$ cat src/rtl/cbr_pkg.sv
package cbr_pkg;

    localparam int BUS_W  = 8;
    localparam int MODE_W = 6;
    localparam int QUAD_W = 2;

    // Control register selector carried in data bits 7:6
    typedef enum logic [1:0] {
        SEL_MASTER = 2'b00,
        SEL_INPUT  = 2'b01,
        SEL_OUTPUT = 2'b10,
        SEL_QUAD   = 2'b11
    } ctl_sel_e;

    // Decoded actions of one master command write
    typedef struct packed {
        logic master_rst;
        logic comp_clr;
        logic load_cnt;
        logic cnt_clr;
        logic latch_cap;
        logic ptr_clr;
    } mcr_act_t;

    // Status flags; packing order gives the byte positions
    typedef struct packed {
        logic dir_up;     // bit 4
        logic sign;       // bit 3
        logic comp_tgl;   // bit 2
        logic carry_tgl;  // bit 1
        logic borrow_tgl; // bit 0
    } status_t;

    // Bus fields captured while a strobe is low
    typedef struct packed {
        logic             cs_n;
        logic             cd;
        logic [BUS_W-1:0] data;
    } bus_hold_t;

    // Master reset dominates: it drops capture and load
    function automatic mcr_act_t decode_mcr(input logic [5:0] b);
        mcr_act_t a;
        a.master_rst = b[5];
        a.ptr_clr    = b[0] | b[5];
        a.latch_cap  = b[1] & ~b[5];
        a.cnt_clr    = b[2] | b[5];
        a.load_cnt   = b[3] & ~b[5];
        a.comp_clr   = b[4] | b[5];
        return a;
    endfunction

    function automatic logic [BUS_W-1:0] status_byte(input status_t s);
        return {{(BUS_W-$bits(status_t)){1'b0}}, s};
    endfunction

endpackage

$ cat src/rtl/cbr_strobe_sync.sv
module cbr_strobe_sync #(
    parameter int STAGES = 2
) (
    input  logic clk,
    input  logic rst,
    input  logic strb_n,
    output logic active,
    output logic done
);
    logic [STAGES-1:0] sync_q;
    logic              last_q;

    always_ff @(posedge clk) begin
        if (rst) begin
            sync_q <= '1;
            last_q <= 1'b1;
        end else begin
            sync_q[0] <= strb_n;
            for (int i = 1; i < STAGES; i++) begin
                sync_q[i] <= sync_q[i-1];
            end
            last_q <= sync_q[STAGES-1];
        end
    end

    assign active = ~sync_q[STAGES-1];
    assign done   = sync_q[STAGES-1] & ~last_q;
endmodule

$ cat src/rtl/cbr_ctrl_decode.sv
module cbr_ctrl_decode
    import cbr_pkg::*;
(
    input  logic                  clk,
    input  logic                  rst,
    input  logic                  ctrl_fire,
    input  logic [BUS_W-1:0]      ctrl_data,
    output mcr_act_t              act,
    output logic [MODE_W-1:0]     in_mode,
    output logic [MODE_W-1:0]     out_mode,
    output logic [QUAD_W-1:0]     quad_mode,
    output logic                  cnt_clr_q,
    output logic                  load_cnt_q,
    output logic                  comp_clr_q,
    output logic                  master_rst_q
);
    ctl_sel_e sel;

    always_comb begin
        sel = ctl_sel_e'(ctrl_data[BUS_W-1 -: 2]);
        act = '0;
        if (ctrl_fire && sel == SEL_MASTER) begin
            act = decode_mcr(ctrl_data[5:0]);
        end
    end

    always_ff @(posedge clk) begin
        if (rst || act.master_rst) begin
            in_mode   <= '0;
            out_mode  <= '0;
            quad_mode <= '0;
        end else if (ctrl_fire) begin
            case (sel)
                SEL_INPUT:  in_mode   <= ctrl_data[MODE_W-1:0];
                SEL_OUTPUT: out_mode  <= ctrl_data[MODE_W-1:0];
                SEL_QUAD:   quad_mode <= ctrl_data[QUAD_W-1:0];
                default:    ;
            endcase
        end
    end

    always_ff @(posedge clk) begin
        if (rst) begin
            cnt_clr_q    <= 1'b0;
            load_cnt_q   <= 1'b0;
            comp_clr_q   <= 1'b0;
            master_rst_q <= 1'b0;
        end else begin
            cnt_clr_q    <= act.cnt_clr;
            load_cnt_q   <= act.load_cnt;
            comp_clr_q   <= act.comp_clr;
            master_rst_q <= act.master_rst;
        end
    end
endmodule

$ cat src/rtl/cbr_byte_port.sv
module cbr_byte_port
    import cbr_pkg::*;
#(
    parameter int NUM_BYTES = 3
) (
    input  logic                       clk,
    input  logic                       rst,
    input  logic                       data_wr_fire,
    input  logic                       data_rd_fire,
    input  logic [BUS_W-1:0]           wr_data,
    input  mcr_act_t                   act,
    input  logic [NUM_BYTES*BUS_W-1:0] count_in,
    output logic [NUM_BYTES*BUS_W-1:0] preset_q,
    output logic [BUS_W-1:0]           rd_byte
);
    localparam int PTR_W = (NUM_BYTES > 1) ? $clog2(NUM_BYTES) : 1;
    localparam logic [PTR_W-1:0] PTR_LAST = PTR_W'(NUM_BYTES - 1);

    logic [NUM_BYTES-1:0][BUS_W-1:0] preset_r;
    logic [NUM_BYTES-1:0][BUS_W-1:0] latch_r;
    logic [PTR_W-1:0]                ptr_q;
    logic [PTR_W-1:0]                ptr_nxt;

    assign ptr_nxt = (ptr_q == PTR_LAST) ? '0 : ptr_q + 1'b1;

    always_ff @(posedge clk) begin
        if (rst || act.master_rst) begin
            preset_r <= '1;
            latch_r  <= '0;
            ptr_q    <= '0;
        end else begin
            if (act.latch_cap) begin
                latch_r <= count_in;
            end
            if (act.ptr_clr) begin
                ptr_q <= '0;
            end else if (data_wr_fire) begin
                preset_r[ptr_q] <= wr_data;
                ptr_q           <= ptr_nxt;
            end else if (data_rd_fire) begin
                ptr_q <= ptr_nxt;
            end
        end
    end

    assign preset_q = preset_r;
    assign rd_byte  = latch_r[ptr_q];
endmodule

$ cat src/rtl/cnt_bus_regfile.sv
module cnt_bus_regfile
    import cbr_pkg::*;
#(
    parameter int NUM_BYTES   = 3,
    parameter int SYNC_STAGES = 2
) (
    input  logic                       clk,
    input  logic                       rst,
    input  logic                       bus_cs_n,
    input  logic                       bus_rd_n,
    input  logic                       bus_wr_n,
    input  logic                       bus_cd,
    input  logic [7:0]                 bus_din,
    output logic [7:0]                 bus_dout,
    output logic                       bus_oe,
    input  logic [23:0]                count_in,
    input  logic                       st_borrow_tgl,
    input  logic                       st_carry_tgl,
    input  logic                       st_comp_tgl,
    input  logic                       st_sign,
    input  logic                       st_dir_up,
    output logic [23:0]                preset_q,
    output logic [5:0]                 in_mode,
    output logic [5:0]                 out_mode,
    output logic [1:0]                 quad_mode,
    output logic                       cmd_cnt_clear,
    output logic                       cmd_load_cnt,
    output logic                       cmd_comp_clear,
    output logic                       cmd_master_rst
);
    localparam int CNT_W = NUM_BYTES * BUS_W;

    logic      wr_active, wr_done, rd_active, rd_done;
    bus_hold_t wr_hold;
    logic      rd_hold_cs_n, rd_hold_cd;
    logic      ctrl_fire, data_wr_fire, data_rd_fire;
    mcr_act_t  act;
    status_t   st;
    logic [BUS_W-1:0] rd_byte;

    cbr_strobe_sync #(.STAGES(SYNC_STAGES)) u_wr_sync (
        .clk(clk), .rst(rst), .strb_n(bus_wr_n),
        .active(wr_active), .done(wr_done)
    );

    cbr_strobe_sync #(.STAGES(SYNC_STAGES)) u_rd_sync (
        .clk(clk), .rst(rst), .strb_n(bus_rd_n),
        .active(rd_active), .done(rd_done)
    );

    // Capture the qualifying bus fields while each strobe is low
    always_ff @(posedge clk) begin
        if (rst) begin
            wr_hold      <= '{cs_n: 1'b1, cd: 1'b0, data: '0};
            rd_hold_cs_n <= 1'b1;
            rd_hold_cd   <= 1'b0;
        end else begin
            if (wr_active) begin
                wr_hold <= '{cs_n: bus_cs_n, cd: bus_cd, data: bus_din};
            end
            if (rd_active) begin
                rd_hold_cs_n <= bus_cs_n;
                rd_hold_cd   <= bus_cd;
            end
        end
    end

    assign ctrl_fire    = wr_done & ~wr_hold.cs_n &  wr_hold.cd;
    assign data_wr_fire = wr_done & ~wr_hold.cs_n & ~wr_hold.cd;
    assign data_rd_fire = rd_done & ~rd_hold_cs_n & ~rd_hold_cd;

    cbr_ctrl_decode u_decode (
        .clk(clk), .rst(rst),
        .ctrl_fire(ctrl_fire), .ctrl_data(wr_hold.data),
        .act(act),
        .in_mode(in_mode), .out_mode(out_mode), .quad_mode(quad_mode),
        .cnt_clr_q(cmd_cnt_clear), .load_cnt_q(cmd_load_cnt),
        .comp_clr_q(cmd_comp_clear), .master_rst_q(cmd_master_rst)
    );

    cbr_byte_port #(.NUM_BYTES(NUM_BYTES)) u_bytes (
        .clk(clk), .rst(rst),
        .data_wr_fire(data_wr_fire), .data_rd_fire(data_rd_fire),
        .wr_data(wr_hold.data), .act(act),
        .count_in(count_in[CNT_W-1:0]),
        .preset_q(preset_q[CNT_W-1:0]), .rd_byte(rd_byte)
    );

    always_comb begin
        st = '{dir_up: st_dir_up, sign: st_sign, comp_tgl: st_comp_tgl,
               carry_tgl: st_carry_tgl, borrow_tgl: st_borrow_tgl};
        bus_dout = bus_cd ? status_byte(st) : rd_byte;
        bus_oe   = ~bus_cs_n & ~bus_rd_n;
    end
endmodule

$ cat config.mk
export PLATFORM = sky130hd
export DESIGN_NAME = cnt_bus_regfile
export DESIGN_NICKNAME = d
export VERILOG_FILES = /design/src/rtl/cbr_pkg.sv /design/src/rtl/cbr_strobe_sync.sv /design/src/rtl/cbr_ctrl_decode.sv /design/src/rtl/cbr_byte_port.sv /design/src/rtl/cnt_bus_regfile.sv
export SDC_FILE = /design/constraint.sdc
export NUM_CORES = 1
export LEC_CHECK = 0
export BUFFER_PORTS_ARGS = -buffer_cell sky130_fd_sc_hd__buf_2
export CORE_MARGIN = 2
export CORE_UTILIZATION = 52
export CTS_CLUSTER_SIZE = 28
export DETAILED_ROUTE_END_ITERATION = 16
export PLACE_DENSITY_LB_ADDON = 0.25
export SKIP_CTS_REPAIR_TIMING = 1
export SYNTH_ARGS = -nofsm -noshare
export SYNTH_HDL_FRONTEND = slang
export SYNTH_SLANG_ARGS = --single-unit
$ cat constraint.sdc
create_clock -name clk -period 2.2 [get_ports clk]
set_clock_uncertainty 0.2 [all_clocks]
set_input_delay 0.22 -clock clk [delete_from_list [all_inputs] [get_ports clk]]
set_output_delay 0.22 -clock clk [all_outputs]
set_load 0.05 [all_outputs]
==> summary.md, run 1 <==
| Metric | Value |
|---|---|
| Status | complete, no violations |
| Period utilisation layout | 0.9640 |
| Starting Density | 0.5296 |
| Diode count | 0 |
| Initial DRC count | ~190 |
| Reg clk slew, reported paths | 100 ps |
| Design Area, Final | about 0.0046 sq mm |
| Initial antenna violation count | 0 |
| Root Buffer | clkbuf_8 |
| Nets | roughly 560 |
| Max-cap violations | 0 |
| Die ar. | roughly 0.0075 sq mm |
| Drt pass-1 iters | 5 |
| Number of distinct library cells after synthesis | 35 |
| Startpoint types | flip-flop |
| IO Port Bufs | 93 |
| Vias in the first global route | 2962 |
| Clk Latency, worst-skew pair | around 360 ps |
| Top FF cell, synth | dfxtp_1 |
| Final ANT Viol Nets | 0 |
| # rows | 30 |
| CP arrival | about 1700 ps |
| Routability congestion estimate | a little under 0.8 |
| Final Setup Violations | 0 |
| EDFF count, synth | 0 |
| CTS H-tree depth | 3 |
| Total CTS buffers | 9 |
| Chip width | between 80 and 90 um |
| Largest net degree at the start of global routing | 39 |
| CTS tree | yes |
| Leakage power | 1.791 nW |
| Synthesized flop and latch total | 86 |
| Sequential-to-total area share from yosys stat | 0.4866 |
| Syn. warnings | 0 |
| WL/cell | 15.61 um |
| Crit-path max FO | 14 |
| Slew Viols, Final | 0 |
| Share of post-route cells with drive strength above 1 | 0.2639 |
| Setup CP Type | reg2out |
| First-pass GRT wire length | about 14000 um |
| DRC viols | 0 |
| Slew headroom | 0.6035 |
| Post-Synthesis Cells | 402 |
| Fin Setup TNS | 0 ps |
| Vias | roughly 3500 |
| Synthesized area | between 0.003 and 0.004 sq mm |
| WP data required | 1780 ps |
| Tmin final | 2121 ps |
| Placed Area | 0.004055 sq mm |
| Die Ht | just under 90 um |
| DR vias/cell | about 5.8 |
| Area Overhead vs Synth | 30.37% |
| Fin. Hold Viols | 0 |
| GR Overflow Total | 0 |
| Final WL | between 9000 and 10000 um |
| Floorplan core area | 0.006681 sq mm |
| # IOs | 94 |
| Max Clk Rate | roughly 470 MHz |
| Worst min path class | in2reg |
| Crit. End Element | output pin |
| Slew @ Worst Pin | around 600 ps |
| Total track usage | 0.2351 |
| HPWL after detailed placement | approximately 5800 um |
| Clk sinks | 86 |
| Pwr dens | between 600 and 700 mW/mm^2 |
| Asr flop ratio synth | 0 |
| Max IR drop VDD | roughly 0.37 mV |
| Avg Inst Size Synth | slightly below 9 sq um |
| Mapped Nets | roughly 450 |
| Clk buf depth | 2 |
| RSZ-0062 raised after global routing | no |
==> power breakdown <==
part | total (mW) | internal, mW | switching, mW
clock network | 1.14 | 0.538 | 0.604
registers | 1.59 | 1.57 | 0.0200
logic | 0.213 | 0.105 | 0.109
total | 2.94 | 2.21 | 0.733
==> cell type report <==
| cell class | instances | area (sq um) |
|---|---|---|
| Clock buffer | 9 | 123.9 |
| Clock inverter | 7 | 80.08 |
| Fill cell | 535 | 2068 |
| Inverter | 1 | 3.754 |
| Multi-Input combinational cell | 276 | 1644 |
| Sequential cell | 86 | 1722 |
| Tap cell | 80 | 100.1 |
| Timing Repair Buffer | 144 | 939.7 |
==> routing by layer <==
metal | vias to the layer above | track usage | routed length (um)
met4 | 0 | 0.09659 | 188
li1 | 1677 | - | -
met1 | 1655 | 0.3150 | 3972
met3 | 21 | 0.04476 | 558
met2 | 127 | 0.3734 | 4692
met5 | - | 0 | 0
==> state kept, by name, indices dropped and copies added (netlist names) <==
register,cells
u_decode.in_mode,6
u_decode.comp_clr_q,1
rd_hold_cd,1
u_decode.load_cnt_q,1
u_wr_sync.sync_q,2
u_wr_sync.last_q,1
u_bytes.ptr_q,2
u_decode.master_rst_q,1
u_rd_sync.sync_q,2
u_rd_sync.last_q,1
wr_hold,10
u_decode.quad_mode,2
u_decode.out_mode,6
u_decode.cnt_clr_q,1
u_bytes.preset_q,24
rd_hold_cs_n,1
u_bytes.latch_r,24
==> worst paths after layout <==
kind / cells after the start / to / from / slack [ps]
worst max-delay path: 5 / bus_dout[0] / u_bytes.ptr_q[0]$_SDFFE_PP0P_ / 80
worst max register to register: 5 / u_bytes.latch_r[14]$_SDFFE_PP0P_ / wr_hold[5]$_SDFFE_PP0N_ / 400
worst min-delay path: 2 / wr_hold[3]$_SDFFE_PP0N_ / rst / 30
worst min register to register: 1 / u_wr_sync.sync_q[1]$_SDFF_PP1_ / u_wr_sync.sync_q[0]$_SDFF_PP1_ / 210
==> cell families (layout without fill, tap and decap cells) <==
group | after synthesis | count (layout) | synth area share
AOI/OAI and AO/OA | 117 | 117 | 0.1796
buffers and inverters | 40 | 161 | 0.05268
and+or+nand+nor | 134 | 134 | 0.2086
muxes | 25 | 25 | 0.07249
DFF | 86 | 86 | 0.4866
==> worst max-delay path, stage by stage (launching register included) <==
cell and delay (ps):
dfxtp_1 350, buf_6 200, mux2i_1 230, o2bb2ai_1 90, mux2_2 260, buf_2 210
==> per-stage QoR <==
| stage | total power [mW] | utilization | setup WS (ps) | instances | hold slack [ps] |
|---|---|---|---|---|---|
| floorplan | 1.716 | - | 167.9 | 402 | 117.1 |
| global placement | 1.781 | 0.6069 | 444.5 | 552 | 195.1 |
| detailed placement | 1.784 | 0.6069 | 438.7 | 552 | 201.0 |
| CTS | 2.898 | 0.6375 | 47.16 | 568 | -162.4 |
| global route | 3.036 | 0.6904 | 18.53 | 603 | 66.10 |
| finish | 2.944 | 0.6904 | 79.20 | 603 | 27.27 |
==> placed cells by master (no fill, tap or decap), types with 2 or more instances in the layout <==
cell           instances
nor2b_1                4
o21ai_0               16
nand4_1                2
a2bb2oi_1              3
o21ai_1               48
o2bb2ai_1              5
nand2_1                3
dfxtp_1               86
nand3_1               86
buf_2                 93
a21oi_1               40
mux2i_1               20
dlygate4sd3_1         35
nor4b_4                2
inv_6                  3
clkbuf_8               9
or2_1                  7
nor2_2                 2
nand2b_1               4
nor2_1                15
mux2_2                 5
o21a_1                 2
buf_4                 15
clkinvlp_4             2
==> cells in the mapped netlist (2+ instances only) <==
cell type | instances | area [sq um]
dfxtp_1 | 86 | 1722
nand3_1 | 86 | 430.4
o21ai_1 | 48 | 240.2
a21oi_1 | 40 | 200.2
mux2i_1 | 20 | 200.2
clkbuf_1 | 19 | 71.32
buf_2 | 17 | 85.08
nor2_1 | 17 | 63.81
o21ai_0 | 16 | 80.08
or2_1 | 7 | 43.79
mux2_2 | 5 | 56.30
o2bb2ai_1 | 5 | 43.79
nand2b_1 | 4 | 25.02
nor2b_1 | 4 | 25.02
a2bb2oi_1 | 3 | 26.28
nand2_1 | 3 | 11.26
buf_6 | 2 | 22.52
nand4_1 | 2 | 12.51
o21a_1 | 2 | 15.01
No activity file was read; power rests on OpenSTA's default activity.
==> run 2, diff against run 1 <==
CORE_UTILIZATION = 56   (was 52)
PLACE_DENSITY_LB_ADDON = 0.15   (was 0.25)
clock period = 2.75 ns   (was 2.2 ns; I/O delays follow)
==> summary.md, run 2 (synthesis gave the netlist of run 1 again) <==
| Metric | Value |
|---|---|
| Status | complete, but fails checks |
| Violated checks | hold timing |
| Total track usage | 0.2384 |
| First-pass GRT wire length | 13590 um |
| Slew headroom | 0.4012 |
| Clk sinks | 86 |
| Area Overhead vs Synth | 24.75% |
| CP cell instances | nor2b_2 -> o2bb2ai_1 -> mux2_2 -> buf_2 |
| HPWL after detailed placement | between 5000 and 6000 um |
| Multi-input gate area | around 0.0016 sq mm |
| IO Port Bufs | 93 |
| Routability congestion estimate | ~0.76 |
| # rows | 28 |
| Setup CP Type | reg2out |
| Clk Latency, worst-skew pair | 350 ps |
| DR vias/cell | a little under 6 |
| Reg clk slew, reported paths | 80 ps |
| CTS tree | yes |
| Chip width | roughly 83 um |
| Drt pass-1 iters | 5 |
| Floorplan core area | ~0.006 sq mm |
| Reg-to-reg startpoint | wr_hold[8]$_SDFFE_PP0N_ |
| Nets | about 540 |
| Clk buf depth | 2 |
| Crit. End Element | output pin |
| Root Buffer | clkbuf_8 |
| Placed Area | 0.003999 sq mm |
| Final WL | 8918 um |
| Largest net degree at the start of global routing | 40 |
| Crit-path max FO | 15 |
| Register area | ~0.0017 sq mm |
| Vias in the first global route | around 2800 |
| WP data required | around 2300 ps |
| Leakage power | approximately 1.7 nW |
| Slew @ Worst Pin | between 800 and 900 ps |
| CTS H-tree depth | 3 |
| Slowest stage delay, CP | ~600 ps |
| Final Setup Violations | 0 |
| GR Overflow Total | 0 |
| DRC viols | 0 |
| Period utilisation layout | 0.9114 |
| Initial antenna violation count | 0 |
| RSZ-0062 raised after global routing | no |
| Tmin final | 2506 ps |
| Fin. Hold Viols | 9 |
| Final WS setup | approximately 240 ps |
| Setup crit start | u_bytes.ptr_q[1]$_SDFFE_PP0P_ |
| Vias | 3351 |
| Worst min path class | in2reg |
| CP max-delay cell | dfxtp_1 |
| Max IR drop VDD | about 0.33 mV |
| Max-cap violations | 0 |
| Fin Setup TNS | 0 ps |
| Slew Viols, Final | 0 |
| Final ANT Viol Nets | 0 |
| Design Area, Final | ~0.0044 sq mm |
| # IOs | 94 |
| WL/cell | roughly 15 um |
| Final hold slack | -30.86 ps |
| Tot Pwr | between 2 and 2.5 mW |
| Total CTS buffers | 9 |
| Commonest non-fill, non-tap cells in the layout | buf_2, nand3_1, dfxtp_1, o21ai_1, a21oi_1 |
| Hold path startpoint | bus_din[6] |
| CP arrival | a little over 2000 ps |
| Pwr dens | 516.1 mW/mm^2 |
| Share of post-route cells with drive strength above 1 | 0.2500 |
| # fillers | 496 |
| Die ar. | 0.006971 sq mm |
| Commonest non-fill, non-tap cell in the layout | buf_2 |
| Max Clk Rate | approximately 400 MHz |
| CP bufs+invs | 1 |
| Die Ht | between 80 and 90 um |
| Startpoint types | flip-flop |
| Diode count | 0 |
| Initial DRC count | between 200 and 300 |
| Cell family with most CP delay | flip-flops |
| Starting Density | 0.5872 |
| Dpl ws | 475.6 ps |
## run 2: cell type report
| class | instances | area share |
|---|---|---|
| multi-input combinational | 276 | 0.3719 |
| tap | 75 | 0.02126 |
| clock buffer | 14 | 0.03458 |
| timing repair buffer | 126 | 0.1746 |
| clock inverter | 1 | 0.006803 |
| sequential | 86 | 0.3900 |
| inverter | 1 | 0.0008503 |
## run 2: report_power, final
part	switching (mW)	leakage (nW)	internal (mW)
logic	0.0785	0.917	0.0704
clock network	0.414	0.0908	0.442
registers	0.0193	0.696	1.25
total	0.512	1.70	1.77
## run 2: routing by layer
| metal | vias to the layer above | wire [um] | GRT usage |
|---|---|---|---|
| met5 | - | 0 | 0 |
| met4 | 0 | 178 | 0.08798 |
| met3 | 18 | 536 | 0.04253 |
| met2 | 128 | 4147 | 0.3717 |
| met1 | 1559 | 4056 | 0.3325 |
| li1 | 1646 | - | - |
## run 2: worst paths after layout
| path | slack (ps) | endpoint | cells after the start |
|---|---|---|---|
| worst max-delay path | 240 | bus_dout[0] | 4 |
| worst min-delay path | -30 | wr_hold[6]$_SDFFE_PP0N_ | 3 |
| worst max register to register | 710 | u_bytes.preset_q[16]$_SDFFE_PP1P_ | 3 |
| worst min register to register | 210 | u_wr_sync.sync_q[1]$_SDFF_PP1_ | 1 |
## run 2: metrics by stage
step                      cells    util
final                       579  0.7326
after global routing        579  0.7326
after CTS                   556  0.6939
after detailed placement    541  0.6636
after global placement      541  0.6636
after floorplan             402       -
## run 2: worst register-to-register path: stages (launching register included)
cell and delay, ps:
dfxtp_1 360, or4b_1 950, o21ai_1 300, nand3_1 100
